## src/rtl/qenc_pkg.sv

```systemverilog
package qenc_pkg;
  // Strobes passed from the control module to the datapath.
  typedef struct packed {
    logic inc;
    logic dec;
    logic clr;
  } qencStrobes_t;
endpackage

```

## src/rtl/qenc_ctrl.sv

```systemverilog
module qenc_ctrl
  import qenc_pkg::*;
#(
  parameter int NUM_IN = 8,
  parameter int OFF_W  = 3,
  localparam int SEL_W = $clog2(NUM_IN)
) (
  input  logic              clk,
  input  logic              rstN,
  input  logic              enable,
  input  logic [NUM_IN-1:0] pinsIn,
  input  logic [SEL_W-1:0]  aSel,
  input  logic [OFF_W-1:0]  bOffset,
  output qencStrobes_t      strb
);
  // Sign-extend the offset to the index width plus one bit.
  logic [SEL_W:0]   offExt;
  logic [SEL_W-1:0] bIdx;
  assign offExt = {{(SEL_W+1-OFF_W){bOffset[OFF_W-1]}}, bOffset};
  assign bIdx   = aSel + offExt[SEL_W-1:0];

  logic [1:0] rawState;
  assign rawState = {pinsIn[aSel], pinsIn[bIdx]};

  // Two-flop synchroniser for each phase, then one history register.
  logic [1:0] syncMeta, curState, prevState;
  always_ff @(posedge clk or negedge rstN) begin
    if (!rstN) begin
      syncMeta  <= '0;
      curState  <= '0;
      prevState <= '0;
    end else begin
      syncMeta  <= rawState;
      curState  <= syncMeta;
      prevState <= curState;
    end
  end

  // Convert the Gray-coded phase pair to a 2-bit ring position.
  function automatic logic [1:0] ringPos(input logic [1:0] ab);
    return {ab[1], ab[1] ^ ab[0]};
  endfunction

  logic [1:0] stepDiff;
  assign stepDiff = ringPos(curState) - ringPos(prevState);

  always_comb begin
    strb.inc = (stepDiff == 2'd1);
    strb.dec = (stepDiff == 2'd3);
    strb.clr = !enable;
  end

  // a change of both phases at once must never produce a count strobe.
  p_illegal_r4: assert property (@(posedge clk) disable iff (!rstN)
    ((curState ^ prevState) == 2'b11) |-> !(strb.inc || strb.dec));
endmodule

```

## src/rtl/qenc_dp.sv

```systemverilog
module qenc_dp
  import qenc_pkg::*;
#(
  parameter int CNT_W = 32
) (
  input  logic             clk,
  input  logic             rstN,
  input  qencStrobes_t     strb,
  output logic [CNT_W-1:0] count
);
  always_ff @(posedge clk or negedge rstN) begin
    if (!rstN)         count <= '0;
    else if (strb.clr) count <= '0;
    else if (strb.inc) count <= count + CNT_W'(1);
    else if (strb.dec) count <= count - CNT_W'(1);
  end

  p_clear_r5: assert property (@(posedge clk) disable iff (!rstN)
    strb.clr |=> (count == '0));
  p_inc_r2: assert property (@(posedge clk) disable iff (!rstN)
    (strb.inc && !strb.clr) |=> (count == $past(count) + CNT_W'(1)));
  p_dec_r3: assert property (@(posedge clk) disable iff (!rstN)
    (strb.dec && !strb.clr) |=> (count == $past(count) - CNT_W'(1)));
  p_hold_r4: assert property (@(posedge clk) disable iff (!rstN)
    (!strb.inc && !strb.dec && !strb.clr) |=> $stable(count));
endmodule

```

## src/rtl/qenc_counter.sv

```systemverilog
module qenc_counter
  import qenc_pkg::*;
#(
  parameter int NUM_IN = 8,
  parameter int OFF_W  = 3,
  parameter int CNT_W  = 32,
  localparam int SEL_W = $clog2(NUM_IN)
) (
  input  logic              clk,
  input  logic              rstN,
  input  logic              enable,
  input  logic [NUM_IN-1:0] pinsIn,
  input  logic [SEL_W-1:0]  aSel,
  input  logic [OFF_W-1:0]  bOffset,
  output logic [CNT_W-1:0]  posCount
);
  qencStrobes_t strb;

  qenc_ctrl #(.NUM_IN(NUM_IN), .OFF_W(OFF_W)) uCtrl (
    .clk(clk), .rstN(rstN), .enable(enable), .pinsIn(pinsIn),
    .aSel(aSel), .bOffset(bOffset), .strb(strb)
  );

  qenc_dp #(.CNT_W(CNT_W)) uDp (
    .clk(clk), .rstN(rstN), .strb(strb), .count(posCount)
  );
endmodule

```

## config.mk

```make
export PLATFORM = sky130hd
export DESIGN_NAME = qenc_counter
export DESIGN_NICKNAME = d
export VERILOG_FILES = /design/src/rtl/qenc_pkg.sv /design/src/rtl/qenc_ctrl.sv /design/src/rtl/qenc_dp.sv /design/src/rtl/qenc_counter.sv
export SDC_FILE = /design/constraint.sdc
export NUM_CORES = 1
export LEC_CHECK = 0
export CAP_MARGIN = 20
export CORE_ASPECT_RATIO = 1.4
export CORE_UTILIZATION = 52
export CTS_BUF_LIST = sky130_fd_sc_hd__clkbuf_8
export DETAILED_ROUTE_END_ITERATION = 10
export HOLD_SLACK_MARGIN = 0.15
export PLACE_DENSITY = 0.8
export SLEW_MARGIN = 25
export SYNTH_ARGS = -nofsm -noshare
export SYNTH_HDL_FRONTEND = slang
export SYNTH_SLANG_ARGS = --single-unit
```

## constraint.sdc

```tcl
create_clock -name clk -period 3.85 [get_ports clk]
set_clock_uncertainty 0.05 [all_clocks]
set_input_delay 0.77 -clock clk [delete_from_list [all_inputs] [get_ports clk]]
set_output_delay 0.77 -clock clk [all_outputs]
set_load 0.01 [all_outputs]
```

==> results.tsv <==
stage	metric	value	unit
status	status	finished, violations left	
status	failing checks	design-rule violations	
layout	Filler Cell Count	538	
min_path	HP Class	reg -> reg	
timing	Fin. Hold Viols	0	
timing	min Tclk post-route	3790	ps
detailed_routing	via-per-instance ratio	6.02	
clocking	CTS Buffer Depth	2	
clocking	clock sink count	38	
detailed_routing	Final ANT Viol Nets	0	
layout	Total Nets Final	518	
run	max cap viols	0	
yosys	ys async rst share	100	%
timing	RSZ-0062 raised after global routing	yes	
yosys	post-synth net total	455	
setup_path	critical path class	reg -> reg	
setup_path	cells along the critical path	xor2_1 -> ha_1 -> xnor2_2 -> nor2_2 -> clkinvlp_4 -> buf_12 -> fa_1 -> nand3_1 -> nand2_2 -> a2111oi_4 -> o41ai_2 -> a221oi_2 -> o21ai_1 -> xor2_1 -> a22o_1	
setup_path	CP Data Arrival Time	3940	ps
yosys	Post-synth EDFFs	0	
detailed_routing	Routed WL	8.55	mm
yosys	Post-Syn Instances	397	
detailed_routing	# DRC	3	
yosys	area leader, netlist	dfrtp_1	
clocking	worst skew pair latency	300	ps
yosys	sequential cell area fraction in the yosys report	27.2	%
layout	ant diodes	0	
clocking	CTS hold repair buffers	0	
min_path	hold depth	0	
place	Placer Congestion	0.930	
yosys	most common cell in the netlist	nand2_1	
setup_path	CP max-delay cell	a2111oi_4	
setup_path	Worst Path Max Fanout	19	
yosys	Main synth FF type	dfrtp_1	
die	I/O pin cnt	49	
detailed_routing	Avg WL per Cell	16.0	um
global_route	initial antenna violation count	0	
place	PortBufs	48	
clocking	Clock transition at path regs	80	ps
die	row cnt	35	
setup_path	CP endpoint kind	register	
yosys	mapped cell area	3490	um^2
die	die height	99	um
setup_path	r2r setup slk	60	ps
global_route	number of global-route vias before repair	3308	
layout	layout cell share with drive strength beyond 1	16.1	%
setup_path	Register-to-Register Path Depth	15	
clocking	clock root buffer	clkbuf_8	
setup_path	WP data required	4000	ps
die	Die W	71.3	um
die	die area	7060	um^2
global_route	largest net degree at the start of global routing	50	
yosys	syn_area_per_cell	8.80	um^2
detailed_routing	Starting DRT DRC Count	173	
detailed_routing	DR vias	3220	
yosys	library cells used by synthesis	63	
global_route	Total GRT Usage	24.8	%
die	initial core utilization	53.6	%
clocking	H-tree levels	2	
place	dpl cells	524	
yosys	top cells by area, synth	dfrtp_1, ha_1, a21oi_1	
timing	Setup Viol. Count Final	0	
yosys	most instantiated cells after synthesis	nand2_1, ha_1, dfrtp_1	
detailed_routing	first drt pass iteration count	7	
place	post-DP HPWL	6.28	mm
setup_path	CP max stage delay	500	ps
timing	Slew Limit Fails	0	
timing	measured slew at the worst slew-check pin	915	ps
setup_path	Critical Path Source Type	register	
layout	Synth-to-Final Area Change	27.0	%
timing	Rel. slew slack	39.0	%
layout	fin util	68.0	%
timing	Fmax	0.264	GHz
layout	Finished Layout Cells	535	
global_route	first-pass GRT wire length	14.1	mm
global_route	total gr overflow	0	
clocking	CTS tree	built	
timing	Final period util	98.5	%
yosys	share of the synthesized area in the top cell type	27.2	%
clocking	total CTS buffers	5	
die	core box area	6530	um^2
setup_path	CP most frequent cell	xor2_1	
yosys	Synth Warn #	0	
yosys	FF+latch count, synth	38	
logic make-up (layout without fill, tap and decap cells):
logic type | count (synthesis) | after routing | share of synthesized area [%]
mux | 8 | 8 | 3.80
buf+inv | 28 | 92 | 3.11
compound gates | 133 | 133 | 25.8
fa+ha+maj | 41 | 41 | 15.1
simple gates | 120 | 120 | 17.7
flops | 38 | 38 | 27.2
xor+xnor | 29 | 29 | 7.27
metrics by stage:
step                      setup WS (ps)  setup TNS [ps]  hold WS, ps  cell area (um^2)
after global placement            -72.9            -236          289              4150
after floorplan                   -64.6            -104          281              3490
after global routing              -87.1            -455          316              4440
after CTS                          11.3               0          307              4290
after detailed placement           -179           -1020          289              4150
final                              56.2               0          304              4440
registers in the layout (all words and copies together) (netlist names):
| name | cells |
|---|---|
| uDp.count | 32 |
| uCtrl.curState | 2 |
| uCtrl.prevState | 2 |
| uCtrl.syncMeta | 2 |
repair_timing:
item | 4_1_cts | 5_1_grt
pin swaps | 0 | 5
cloned | 0 | 0
endpoints found under the hold margin | 0 | 0
setup buffers | 1 | 2
gates resized for setup | 3 | 26
endpoints found under the setup margin | 10 | 10
worst paths after layout:
| kind | start | endpoint |
|---|---|---|
| worst max-delay path | uCtrl.prevState[1] | uDp.count[24] |
| worst min-delay path | uCtrl.syncMeta[1] | uCtrl.curState[1] |
| worst max register to register | uCtrl.prevState[1] | uDp.count[24] |
| worst min register to register | uCtrl.syncMeta[1] | uCtrl.curState[1] |
| max in group asynchronous | rstN | uDp.count[1] |
| min in group asynchronous | rstN | uDp.count[16] |
final cells by class:
cell class / instances / area (um^2) / area share (%)
Sequential cell: 38 / 951 / 21.4
Multi-Input combinational cell: 331 / 2570 / 58.0
Tap cell: 74 / 92.6 / 2.09
Timing Repair Buffer: 70 / 653 / 14.7
Clock buffer: 5 / 68.8 / 1.55
Clock inverter: 3 / 40.0 / 0.902
Inverter: 14 / 56.3 / 1.27
layer usage:
layer	GRT usage (%)	vias to the layer above	share of wire, %
met1	28.5	1512	40
met2	44.2	99	52
met4	13.1	0	3.0
met5	0	-	0
li1	-	1584	-
met3	3.27	25	4.6
worst max-delay path, delay by kind of cell (launching register included):
kind,cells,cell delay [ps]
xor gates and xnor gates,3,490
AOI/OAI and AO/OA,5,1410
and+or+nand+nor,3,440
DFF,1,390
buffers and inverters,2,300
adders and majority gates,2,620
cells in the final DEF, fill, tap and decap left out, types with 13 or more instances in the layout:
cell type / n
buf_4: 21
a21oi_1: 34
a21o_1: 15
and2_1: 22
ha_1: 30
o21ai_0: 30
xnor2_1: 16
dfrtp_1: 38
inv_1: 13
nand2_1: 41
clkdlybuf4s50_1: 47
Power is left out: the tool's default activity adds up to more than one toggle a clock period on the data nets, which glitch-free logic cannot reach.
